File: config.mk
export PLATFORM = sky130hd
export DESIGN_NAME = ivt_timer
export DESIGN_NICKNAME = d
export VERILOG_FILES = /design/src/rtl/ivt_pkg.sv /design/src/rtl/ivt_rst_sync.sv /design/src/rtl/ivt_tick_gen.sv /design/src/rtl/ivt_counter.sv /design/src/rtl/ivt_irq.sv /design/src/rtl/ivt_regs.sv /design/src/rtl/ivt_timer.sv
export SDC_FILE = /design/constraint.sdc
export NUM_CORES = 1
export LEC_CHECK = 0
export ABC_AREA = 1
export BUFFER_PORTS_ARGS = -buffer_cell sky130_fd_sc_hd__buf_2
export CORE_UTILIZATION = 60
export CTS_BUF_LIST = sky130_fd_sc_hd__clkbuf_2
export CTS_CLUSTER_DIAMETER = 30
export DETAILED_ROUTE_END_ITERATION = 7
export PLACE_DENSITY_LB_ADDON = 0.15
export SETUP_SLACK_MARGIN = 0.2
export SLEW_MARGIN = 25
export SYNTH_ARGS = -nofsm -noshare
export SYNTH_HDL_FRONTEND = slang
export SYNTH_HIERARCHICAL = 1
export SYNTH_SLANG_ARGS = --single-unit
File: constraint.sdc
create_clock -name clk -period 2.9 [get_ports clk]
set_input_delay 0.29 -clock clk [delete_from_list [all_inputs] [get_ports clk]]
set_output_delay 0.29 -clock clk [all_outputs]
set_load 0.1 [all_outputs]
File: src/rtl/ivt_pkg.sv
package ivt_pkg;
  localparam int CNT_W   = 22;
  localparam int BYTE_W  = 8;
  localparam int GRP_W   = 6;
  localparam int ADDR_W  = 3;
  localparam int NUM_TB  = (CNT_W + BYTE_W - 1) / BYTE_W;
  localparam int NUM_RB  = (CNT_W + GRP_W - 1) / GRP_W;
  localparam int CTL_CEN = 0;
  localparam int CTL_IEN = 1;
  localparam logic [ADDR_W-1:0] ADDR_CTL = ADDR_W'(4);

  typedef logic [BYTE_W-1:0] byte_t;

  // Full 6-bit group: low five bits in place, bit 5 moved to byte bit 6.
  function automatic byte_t pack_full(input logic [GRP_W-1:0] g);
    byte_t b;
    b = '0;
    b[4:0] = g[4:0];
    b[6]   = g[5];
    return b;
  endfunction
endpackage

File: src/rtl/ivt_rst_sync.sv
module ivt_rst_sync #(
  parameter int STAGES = 2
) (
  input  logic clk,
  input  logic rst_n,
  output logic rst_s_n
);
  logic [STAGES-1:0] sync_q;

  always_ff @(posedge clk or negedge rst_n) begin
    if (!rst_n) sync_q <= '0;
    else        sync_q <= {sync_q[STAGES-2:0], 1'b1};
  end

  assign rst_s_n = sync_q[STAGES-1];
endmodule

File: src/rtl/ivt_tick_gen.sv
module ivt_tick_gen #(
  parameter bit HAS_DIV = 1'b1
) (
  input  logic clk,
  input  logic rst_n,
  input  logic cen,
  input  logic strap_66,
  output logic tick
);
  generate
    if (HAS_DIV) begin : g_div
      logic phase_q, phase_d;

      always_comb begin
        phase_d = cen ? ~phase_q : 1'b0;
      end

      always_ff @(posedge clk or negedge rst_n) begin
        if (!rst_n) phase_q <= 1'b0;
        else        phase_q <= phase_d;
      end

      assign tick = ~strap_66 | phase_q;
    end else begin : g_nodiv
      assign tick = 1'b1;
    end
  endgenerate
endmodule

File: src/rtl/ivt_counter.sv
module ivt_counter #(
  parameter int CNT_W = ivt_pkg::CNT_W
) (
  input  logic             clk,
  input  logic             rst_n,
  input  logic             cen,
  input  logic             tick,
  input  logic [CNT_W-1:0] term,
  output logic [CNT_W-1:0] cnt,
  output logic             wrap
);
  logic [CNT_W-1:0] cnt_q, cnt_d;
  logic             cnt_ld;
  logic             at_end;

  always_comb begin
    at_end = (cnt_q >= term);
    wrap   = cen & tick & at_end;
    cnt_ld = ~cen | tick;
    if (!cen)        cnt_d = '0;
    else if (at_end) cnt_d = '0;
    else             cnt_d = cnt_q + CNT_W'(1);
  end

  always_ff @(posedge clk or negedge rst_n) begin
    if (!rst_n)      cnt_q <= '0;
    else if (cnt_ld) cnt_q <= cnt_d;
  end

  assign cnt = cnt_q;
endmodule

File: src/rtl/ivt_irq.sv
module ivt_irq (
  input  logic clk,
  input  logic rst_n,
  input  logic ien,
  input  logic wrap,
  output logic irq
);
  logic irq_q, irq_d;

  always_comb begin
    if (!ien)      irq_d = 1'b0;
    else if (wrap) irq_d = 1'b1;
    else           irq_d = irq_q;
  end

  always_ff @(posedge clk or negedge rst_n) begin
    if (!rst_n) irq_q <= 1'b0;
    else        irq_q <= irq_d;
  end

  assign irq = irq_q;
endmodule

File: src/rtl/ivt_regs.sv
module ivt_regs
  import ivt_pkg::*;
#(
  parameter int CNT_W = ivt_pkg::CNT_W
) (
  input  logic              clk,
  input  logic              rst_n,
  input  logic              bus_wr,
  input  logic              bus_rd,
  input  logic [ADDR_W-1:0] bus_addr,
  input  logic [BYTE_W-1:0] bus_wdata,
  input  logic [CNT_W-1:0]  cnt,
  output logic [CNT_W-1:0]  term,
  output logic              cen,
  output logic              ien,
  output logic [CNT_W-1:0]  snap,
  output logic [BYTE_W-1:0] bus_rdata
);
  localparam int TB = (CNT_W + BYTE_W - 1) / BYTE_W;
  localparam int RB = (CNT_W + GRP_W - 1) / GRP_W;

  // terminal byte lanes
  logic [CNT_W-1:0] term_q;

  generate
    for (genvar k = 0; k < TB; k++) begin : g_lane
      localparam int LO = k * BYTE_W;
      localparam int W  = (CNT_W - LO < BYTE_W) ? (CNT_W - LO) : BYTE_W;
      logic lane_we;
      assign lane_we = bus_wr && (bus_addr == ADDR_W'(k));
      always_ff @(posedge clk or negedge rst_n) begin
        if (!rst_n)       term_q[LO +: W] <= '0;
        else if (lane_we) term_q[LO +: W] <= bus_wdata[W-1:0];
      end
    end
  endgenerate

  // control register
  logic cen_q, ien_q, ctl_we;
  assign ctl_we = bus_wr && (bus_addr == ADDR_CTL);

  always_ff @(posedge clk or negedge rst_n) begin
    if (!rst_n) begin
      cen_q <= 1'b0;
      ien_q <= 1'b0;
    end else if (ctl_we) begin
      cen_q <= bus_wdata[CTL_CEN];
      ien_q <= bus_wdata[CTL_IEN];
    end
  end

  // snapshot register
  logic [CNT_W-1:0] snap_q;
  logic             snap_ld;
  assign snap_ld = bus_rd && (bus_addr == '0);

  always_ff @(posedge clk or negedge rst_n) begin
    if (!rst_n)       snap_q <= '0;
    else if (snap_ld) snap_q <= cnt;
  end

  // packed readback views
  byte_t live_pk [RB];
  byte_t snap_pk [RB];

  generate
    for (genvar k = 0; k < RB; k++) begin : g_pack
      localparam int LO = k * GRP_W;
      localparam int W  = (CNT_W - LO < GRP_W) ? (CNT_W - LO) : GRP_W;
      if (W == GRP_W) begin : g_full
        assign live_pk[k] = pack_full(cnt[LO +: GRP_W]);
        assign snap_pk[k] = pack_full(snap_q[LO +: GRP_W]);
      end else begin : g_part
        assign live_pk[k] = BYTE_W'(cnt[LO +: W]);
        assign snap_pk[k] = BYTE_W'(snap_q[LO +: W]);
      end
    end
  endgenerate

  // read data
  byte_t rdata_q, rdata_d;

  always_comb begin
    rdata_d = '0;
    if (bus_addr == ADDR_CTL) begin
      rdata_d[CTL_CEN] = cen_q;
      rdata_d[CTL_IEN] = ien_q;
    end else begin
      for (int k = 0; k < RB; k++) begin
        if (bus_addr == ADDR_W'(k)) rdata_d = (k == 0) ? live_pk[0] : snap_pk[k];
      end
    end
  end

  always_ff @(posedge clk or negedge rst_n) begin
    if (!rst_n)      rdata_q <= '0;
    else if (bus_rd) rdata_q <= rdata_d;
  end

  assign term      = term_q;
  assign cen       = cen_q;
  assign ien       = ien_q;
  assign snap      = snap_q;
  assign bus_rdata = rdata_q;
endmodule

File: src/rtl/ivt_timer.sv
module ivt_timer
  import ivt_pkg::*;
(
  input  logic              clk,
  input  logic              rst_n,
  input  logic              strap_66,
  input  logic              bus_wr,
  input  logic              bus_rd,
  input  logic [ADDR_W-1:0] bus_addr,
  input  logic [BYTE_W-1:0] bus_wdata,
  output logic [BYTE_W-1:0] bus_rdata,
  output logic              irq
);
  logic             rst_s_n;
  logic             tick, wrap, cen, ien;
  logic [CNT_W-1:0] cnt, term, snap;

  ivt_rst_sync #(.STAGES(2)) u_rst (
    .clk(clk), .rst_n(rst_n), .rst_s_n(rst_s_n)
  );

  ivt_regs #(.CNT_W(CNT_W)) u_regs (
    .clk(clk), .rst_n(rst_s_n), .bus_wr(bus_wr), .bus_rd(bus_rd),
    .bus_addr(bus_addr), .bus_wdata(bus_wdata), .cnt(cnt),
    .term(term), .cen(cen), .ien(ien), .snap(snap), .bus_rdata(bus_rdata)
  );

  ivt_tick_gen #(.HAS_DIV(1'b1)) u_tick (
    .clk(clk), .rst_n(rst_s_n), .cen(cen), .strap_66(strap_66), .tick(tick)
  );

  ivt_counter #(.CNT_W(CNT_W)) u_cnt (
    .clk(clk), .rst_n(rst_s_n), .cen(cen), .tick(tick), .term(term),
    .cnt(cnt), .wrap(wrap)
  );

  ivt_irq u_irq (
    .clk(clk), .rst_n(rst_s_n), .ien(ien), .wrap(wrap), .irq(irq)
  );
endmodule

; ---- Yosys cells after proc, flatten, opt, wreduce, memory -nomap -nowiden
; Cells that the tools add are included.
[totals]
register_bits = 80
out_inout_bits = 9
word_cells = 42
[classes]
n_addsub = 1
order_cmp = 1
n_eq_ne = 5
mux = 11
bitwise = 7
n_reduce_logical = 6
[op_table]
columns = cell, n
row1 = 22-bit 2-to-1 mux, 2
row2 = 22-bit by 1-bit adder with 22-bit output (second input constant), 1
row3 = 22-bit >= comparator, 1
row4 = 7-bit 2-to-1 mux, 3
row5 = 8-bit 2-to-1 mux, 1
row6 = 3-bit by 2-bit equality test with 1-bit output (second input constant), 2
row7 = 6-bit 2-to-1 mux, 1
row8 = 1-bit logical AND, 5
row9 = 3-bit by 1-bit equality test with 1-bit output (second input constant), 1
row10 = 3-bit equality test (second input constant), 1
row11 = 3-bit logical NOT, 1
row12 = 1-bit 2-to-1 mux, 3
row13 = 1-bit inverter, 3
row14 = 1-bit AND, 2
row15 = 2-bit 2-to-1 mux, 1
row16 = 2-bit by 1-bit != test with 1-bit output (second input constant), 1
row17 = 1-bit bitwise OR, 2

; ---- Logic depth before layout (Yosys ltp)
; Gate-level depths: netlist of the first run.
[logic_depth]
word_depth = 6
depth_mapped = 15
depth_no_buf = 14

; ---- Modules after synthesis
; The synthesis of the first run kept the hierarchy.
[by_module_without_submodules]
columns = module, instances, cells_each, area_per_inst_um2, seq_area_each_um2
row1 = ivt_regs, 1, 263, 2267.2, 1301.2
row2 = ivt_counter, 1, 343, 2118.3, 550.5
row3 = ivt_rst_sync, 1, 3, 53.8, 50.0
row4 = ivt_tick_gen, 1, 5, 40.0, 25.0
row5 = ivt_irq, 1, 4, 36.3, 25.0

; ---- Worst setup path after synthesis of the first run
; Ideal clock, no wire load.
[synth_path]
path_kind = register -> register
from = register u_cnt.cnt_q[5], in the netlist u_cnt/cnt[5]
to = register u_irq.irq_q, in the netlist u_irq/irq
setup_time_ns = 0.121
arrival_time_ns = 1.584
setup_slack_ns = 1.195
stages_incl_launch_ff = 12
period_less_slack_ns = 1.705
path_cell_list = dfrtp_1 ha_1 a21o_1 nor2_1 nand2_1 nand2_1 nand3_1 clkbuf_2 nand2_1 inv_1 nor2_1 nor2_1
[synth_between]
elab_chain_cells = 3
[synth_lines]
columns = element, line_no
row1 = "start, declared", ivt_counter.sv:12  ; logic [CNT_W-1:0] cnt_q, cnt_d;
row2 = "start signal, assigned", ivt_counter.sv:27  ; else if (cnt_ld) cnt_q <= cnt_d;
row3 = 22-bit >= comparator, ivt_counter.sv:17  ; at_end = (cnt_q >= term);
row4 = 1-bit AND, ivt_counter.sv:18  ; wrap = cen & tick & at_end;
row5 = net wrap, ivt_timer.sv:15  ; logic tick, wrap, cen, ien;
row6 = 2-bit by 1-bit != test with 1-bit output (no source line), -
row7 = "end signal, assigned", ivt_irq.sv:18  ; else irq_q <= irq_d;
row8 = "end, declared", ivt_irq.sv:8  ; logic irq_q, irq_d;
; The timed path passes the listed nets, and every way through them passes these cells.
; A chain may end at the register's enable or synchronous reset.

; ---- Worst setup path in the final report of the first run
[layout_path]
from = register u_cnt.cnt_q[5], in the netlist u_cnt/cnt[5]
to = register u_cnt.cnt_q[12], in the netlist u_cnt/cnt[12]
[layout_between]
elab_chain_cells = 3
word_cells_on_any_way = 4
cone_classes = add/sub: 1 / order compare: 1 / mux: 2
[layout_lines]
columns = element, line_no
row1 = 22-bit by 1-bit adder with 22-bit output or 22-bit >= comparator (tied branches), "ivt_counter.sv:22, ivt_counter.sv:17"
row2 = 22-bit 2-to-1 mux (*), ivt_counter.sv:21  ; else if (at_end) cnt_d = '0;
row3 = 22-bit 2-to-1 mux (*), ivt_counter.sv:20  ; if (!cen) cnt_d = '0;
; Mark *: on every way between the ends. The rest lies on a longest branch, timed or not.

==> summary.txt, run 1 <==
Global route
  – Total gr overflow: 0
  – Most used routing layer: met2
  – First-pass GRT wire length: 17.3 mm
  – Largest net degree at the start of global routing: 32
  – Met1 Track Usage GR: 39.9%
  – GR Util All Layers: 30.6%
  – Vias in the first global route: 3595
  – Initial antenna violation count: 0
  – Met2 Use GR: 49.4%
  – Met3 Usage GRT: 4.76%

Routing
  – DR iter-0 viols: 372
  – ANT nets after route: 0
  – DRC: 0
  – DRT Pass-1 Iters: 5
  – DR WL/cell: 15.0 µm
  – Post-Route WL: 10.7 mm
  – Vias per inst: 5.44
  – Total vias in the final route: 3869

STA
  – Tmin final: 2.26 ns
  – Relative slew slack: 52.1%
  – PnR worst setup slack: 0.638 ns
  – RSZ-0062 raised after global routing: no
  – Final Hold Vio Count: 0
  – Hold_ws: 0.0166 ns
  – Worst Tran Pin Value: 0.718 ns
  – Setup violators final: 0
  – Fin Clk Skew: 0.0266 ns
  – Max-slew violations: 0
  – Fmax: 442 MHz
  – Fin Setup TNS: 0 ns
  – Fin crit share: 78.0%

Power and ir drop
  – Leak pwr: 2.41 nW
  – VDD IR-drop max: 268 µV
  – PwrDens: 431 nW/µm²
  – Power, Total: 1.95 mW

CTS
  – CTS Buffer Depth: 2
  – Post CTS Setup Buffer Count: 0
  – Clk_lat worst skew: 0.52 ns
  – Cts bufs inserted: 9
  – TritonCTS clock tree: yes
  – Worst-path clk slew: 0.20 ns
  – CTS Sinks: 72
  – Clock Tree Root: clkbuf_2
  – H-tree levels: 3

Placement
  – Placement Setup Slack: 0.552 ns
  – Placer congestion estimate: 0.954
  – Hpwl dp: 7.95 mm
  – Port Buf Inserts: 22
  – Cell Area, Placed: 4430 µm²
  – Placed cells: 696

Worst setup path
  – Crit start category: flip-flop
  – CP cell instances: ha_1, a21o_1, nor2_1, nand2_1, nand2_1, nand2_1, nor2_2, nand2_1, nand2_1
  – Max incr delay on CP: 0.54 ns
  – CP Class: flip-flop to flip-flop
  – CP max-delay cell: dfrtp_1
  – Arrival time worst endpoint: 2.71 ns
  – Required @ worst endpoint: 3.35 ns
  – Worst path most repeated cell: nand2_1
  – CP max FO: 12
  – CP Capture Type: flip-flop

Hold path
  – Hold crit path type: input pin to flip-flop

Die
  – Chip height: 86.6 µm
  – Initial Util: 62.5%
  – Die Span X: 86.6 µm
  – Ports: 25
  – Site Rows: 30
  – Die area: 7490 µm²
  – Placeable Area: 6870 µm²

Status
  – Status: completed

Synth
  – Syn avg cell area: 7.22 µm²
  – Mapped Area: 4290 µm²
  – Synth warn: 6
  – Gate Count Post-Synth: 594

Cells and area
  – # diodes: 0
  – Nets: 651
  – Final Core Density: 65.8%
  – Fin cells: 711
  – Share of layout cells above drive strength 1: 10.4%
  – P&R area growth vs syn: 5.37%
  – Design Area, Final: 4520 µm²

Run
  – Max-cap violations: 0
==> critical path: cells and delay by family (launching register included) <==
family / cells / cell delay, ns
AO/OA/AOI/OAI: 1 / 0.18
adder cells (fa/ha/maj): 1 / 0.37
flip-flops: 1 / 0.54
AND/OR/NAND/NOR: 7 / 1.10
==> sequential cells by signal (all words and copies together), names as in the netlist <==
signal / count
u_cnt/cnt: 22
u_regs/term: 22
u_regs/snap: 16
u_regs/bus_rdata: 6
u_rst/sync_q: 2
u_irq/irq: 1
u_regs/cen: 1
u_regs/ien: 1
u_tick/g_div.phase_q: 1
==> power by group <==
part | internal [mW] | total (mW) | switching (mW) | leakage, nW
registers | 1.08 | 1.14 | 0.0595 | 0.964
logic | 0.112 | 0.363 | 0.251 | 1.39
clock network | 0.105 | 0.448 | 0.343 | 0.0574
==> path summary, 6_finish.rpt <==
kind                            slack, ns            start  cells past startpoint              end
worst max-delay path                 0.64     u_cnt/cnt[5]                      9    u_cnt/cnt[12]
worst min-delay path                 0.02     bus_wdata[6]                      3   u_regs/term[6]
worst max register to register       0.64     u_cnt/cnt[5]                      9    u_cnt/cnt[12]
worst min register to register       0.31  u_rst/sync_q[1]                      0       u_regs/cen
max in group asynchronous            1.80  u_rst/sync_q[1]                      1  u_regs/term[14]
min in group asynchronous            0.06            rst_n                      2  u_rst/sync_q[1]
==> area by class of cell <==
class / count / area [µm²]
timing repair buffer: 27 / 150
multi-input combinational: 434 / 2120
clock inverter: 4 / 23.8
sequential: 72 / 1800
inverter: 68 / 255
clock buffer: 10 / 50.0
tap: 96 / 120
fill: 648 / 2350
==> routing by layer <==
layer | vias to the layer above | share of wire [%]
li1 | 1899 | -
met1 | 1787 | 44
met2 | 146 | 46
met3 | 37 | 5.6
met4 | 0 | 4.0
met5 | - | 0
==> repair_timing <==
action / 4_1_cts / 5_1_grt
resized for setup: 0 / 1
hold endpoints to repair: 2 / 0
hold buffers: 1 / 0
setup endpoints to repair: 0 / 1
==> cell usage in the layout, fill, tap and decap left out, types with 3 or more instances in the layout <==
| cell | instances |
|---|---|
| dfrtp_1 | 71 |
| clkbuf_2 | 10 |
| nand2_1 | 224 |
| nor2_4 | 5 |
| o21bai_1 | 6 |
| nor2_2 | 4 |
| buf_2 | 22 |
| o21ai_0 | 18 |
| inv_2 | 4 |
| inv_1 | 64 |
| conb_1 | 3 |
| a21oi_1 | 11 |
| nand2_2 | 6 |
| ha_1 | 23 |
| o21ai_1 | 21 |
| nand4_1 | 4 |
| nand3_1 | 49 |
| buf_4 | 4 |
| nor2_1 | 47 |
| clkinv_2 | 3 |
Power figures use the tool's default switching activity.
==> inputs of run 2 (changes only) <==
--- a/config.mk
+++ b/config.mk
@@ -5,7 +5,7 @@
 export SDC_FILE = /design/constraint.sdc
 export NUM_CORES = 1
 export LEC_CHECK = 0
-export ABC_AREA = 1
+export ABC_AREA = 0
 export BUFFER_PORTS_ARGS = -buffer_cell sky130_fd_sc_hd__buf_2
 export CORE_UTILIZATION = 60
 export CTS_BUF_LIST = sky130_fd_sc_hd__clkbuf_2
==> constraint.sdc (replaced) <==
create_clock -name clk -period 2.3 [get_ports clk]
set_input_delay 0.23 -clock clk [delete_from_list [all_inputs] [get_ports clk]]
set_output_delay 0.23 -clock clk [all_outputs]
set_load 0.1 [all_outputs]
==> run 2 against run 1 <==
Compared with the run above:
- critical endpoint is now u_cnt/cnt[7]
- non-clock buffer count is 51 higher
- largest power group unchanged
- synthesized cell count fell by 30%
- sequential share of layout area shrank 5.6 points
- critical path type unchanged
==> summary.txt, run 2 <==
Routing
  – Met3 wire length: 792 µm (was 601 µm)
  – Met2 routed wirelength: 5.48 mm (was 4.93 mm)
  – ANT nets after route: 0 (unchanged)
  – DR iter-0 viols: 377 (was 372)
  – Met1 WL: 4.79 mm (was 4.72 mm)
  – Total vias in the final route: 3654 (was 3869)
  – DRT Pass-1 Iters: 6 (was 5)
  – Post-Route WL: 11.6 mm (was 10.7 mm)
  – Vias per inst: 6.25 (was 5.44)
  – DR top layer: met4 (unchanged)
  – DRC: 0 (unchanged)
  – DR WL/cell: 19.8 µm (was 15.0 µm)

CTS
  – Worst-path clk slew: 0.23 ns (was 0.20 ns)
  – H-tree levels: 3 (unchanged)
  – TritonCTS clock tree: yes (unchanged)
  – Cts bufs inserted: 9 (unchanged)
  – CTS Buffer Depth: 2 (unchanged)
  – CTS Sinks: 72 (unchanged)
  – Clock Tree Root: clkbuf_2 (unchanged)
  – Clk_lat worst skew: 0.53 ns (was 0.52 ns)

Global route
  – Initial antenna violation count: 0 (unchanged)
  – First-pass GRT wire length: 18.1 mm (was 17.3 mm)
  – Vias in the first global route: 3543 (was 3595)
  – GR Util All Layers: 32.7% (was 30.6%)
  – Largest net degree at the start of global routing: 26 (was 32)
  – Total gr overflow: 0 (unchanged)

Cells and area
  – # diodes: 0 (unchanged)
  – Nets: 523 (was 651)
  – Commonest non-fill, non-tap cell in the layout: dfrtp_1 (was nand2_1)
  – Fin cells: 585 (was 711)
  – P&R area growth vs syn: 24.1% (was 5.37%)
  – Share of layout cells above drive strength 1: 35.2% (was 10.4%)
  – Design Area, Final: 5260 µm² (was 4520 µm²)
  – Commonest non-fill, non-tap cells in the layout: dfrtp_1, nand2_1, buf_4, inv_1, nor2_1 (was nand2_1, dfrtp_1, inv_1, nand3_1, nor2_1)

Power and ir drop
  – PwrDens: 573 nW/µm² (was 431 nW/µm²)
  – Power, Total: 3.01 mW (was 1.95 mW)
  – VDD IR-drop max: 451 µV (was 268 µV)
  – Leak pwr: 2.45 nW (was 2.41 nW)

STA
  – Fin crit share: 99.5% (was 78.0%)
  – Tmin final: 2.29 ns (was 2.26 ns)
  – Fmax: 437 MHz (was 442 MHz)
  – Max-slew violations: 0 (unchanged)
  – PnR worst setup slack: 0.0125 ns (was 0.638 ns)
  – Final Hold Vio Count: 0 (unchanged)
  – Fin Clk Skew: 0.0267 ns (was 0.0266 ns)
  – Setup violators final: 0 (unchanged)
  – Relative slew slack: 50.0% (was 52.1%)
  – RSZ-0062 raised after global routing: yes (was no)
  – Worst Tran Pin Value: 0.750 ns (was 0.718 ns)

Worst setup path
  – Arrival time worst endpoint: 2.72 ns (was 2.71 ns)
  – Required @ worst endpoint: 2.73 ns (was 3.35 ns)
  – CP Capture Type: flip-flop (unchanged)
  – Crit start category: flip-flop (unchanged)
  – CP Class: flip-flop to flip-flop (unchanged)
  – CP max FO: 6 (was 12)

Hold path
  – Hold crit path type: input pin to flip-flop (unchanged)

Die
  – Site Rows: 30 (unchanged)
  – Chip height: 86.1 µm (was 86.6 µm)
  – Die area: 7410 µm² (was 7490 µm²)
  – Placeable Area: 6790 µm² (was 6870 µm²)
  – Ports: 25 (unchanged)
  – Die Span X: 86.1 µm (was 86.6 µm)
  – Initial Util: 62.4% (was 62.5%)

Synth
  – Mapped Area: 4240 µm² (was 4290 µm²)
  – Syn avg cell area: 10.1 µm² (was 7.22 µm²)
  – Gate Count Post-Synth: 418 (was 594)
  – Synth warn: 6 (unchanged)

Placement
  – Cell Area, Placed: 4640 µm² (was 4430 µm²)
  – Hpwl dp: 7.57 mm (was 7.95 mm)
  – Placed cells: 550 (was 696)
  – Port Buf Inserts: 22 (unchanged)
  – Placer congestion estimate: 0.887 (was 0.954)
  – Placement Setup Slack: -0.0271 ns (was 0.552 ns)

Status
  – Status: completed (unchanged)

Run
  – Max-cap violations: 0 (unchanged)
run 2: final timing paths:
| kind | from | end | slack (ns) | cells past startpoint |
|---|---|---|---|---|
| min in group asynchronous | u_rst/sync_q[1] | u_cnt/cnt[1] | 0.28 | 0 |
| worst max-delay path | u_cnt/cnt[0] | u_cnt/cnt[7] | 0.01 | 10 |
| worst min register to register | u_rst/sync_q[1] | u_cnt/cnt[1] | 0.28 | 0 |
| worst min-delay path | bus_addr[2] | u_regs/bus_rdata[6] | 0.16 | 3 |
| worst max register to register | u_cnt/cnt[0] | u_cnt/cnt[7] | 0.01 | 10 |
| max in group asynchronous | u_rst/sync_q[1] | u_regs/term[8] | 1.39 | 1 |
run 2: cell type report:
cell class | count | area, µm²
clock buffers | 10 | 50.0
clock inverters | 6 | 92.6
fillers | 447 | 1540
inverters | 35 | 131
multi-input cells | 288 | 2420
flip-flops and latches | 72 | 1810
well taps | 96 | 120
repair buffers | 78 | 643
run 2: repair_timing:
action                                 CTS  global route
setup buffers                            4             2
hold buffers                            11             0
endpoints found under the hold margin   31             0
gates resized for setup                 41             9
cloned                                   2             0
pin swaps                               15            13
setup endpoints to repair               23            23
run 2: critical path, stage by stage (launching register included):
cell,delay (ns)
dfrtp_1,0.45
buf_4,0.15
inv_2,0.06
ha_1,0.22
nand2b_1,0.14
a21o_1,0.18
a21oi_2,0.22
o21a_4,0.27
nand2_4,0.11
buf_6,0.15
o31ai_1,0.23
run 2: through the flow:
stage          setup TNS (ns)  hold WS (ns)  utilization (%)
3_3_place_gp                0        0.0156             68.3
3_5_place_dp          -0.0271        0.0165             68.3
2_1_floorplan               0       -0.0656                -
5_1_grt                -0.498         0.188             77.4
4_1_cts                     0         0.142             76.3
6_report                    0         0.158             77.4
run 2: where the power goes:
group          internal (mW)  switching [mW]
registers               1.38          0.0772
logic                  0.279           0.407
clock network          0.369           0.502
run 2: layer usage:
metal	global-route usage, %	vias to the layer above
met5	0	-
met4	17.0	0
met3	4.91	52
met2	53.0	214
met1	42.8	1764
li1	-	1624
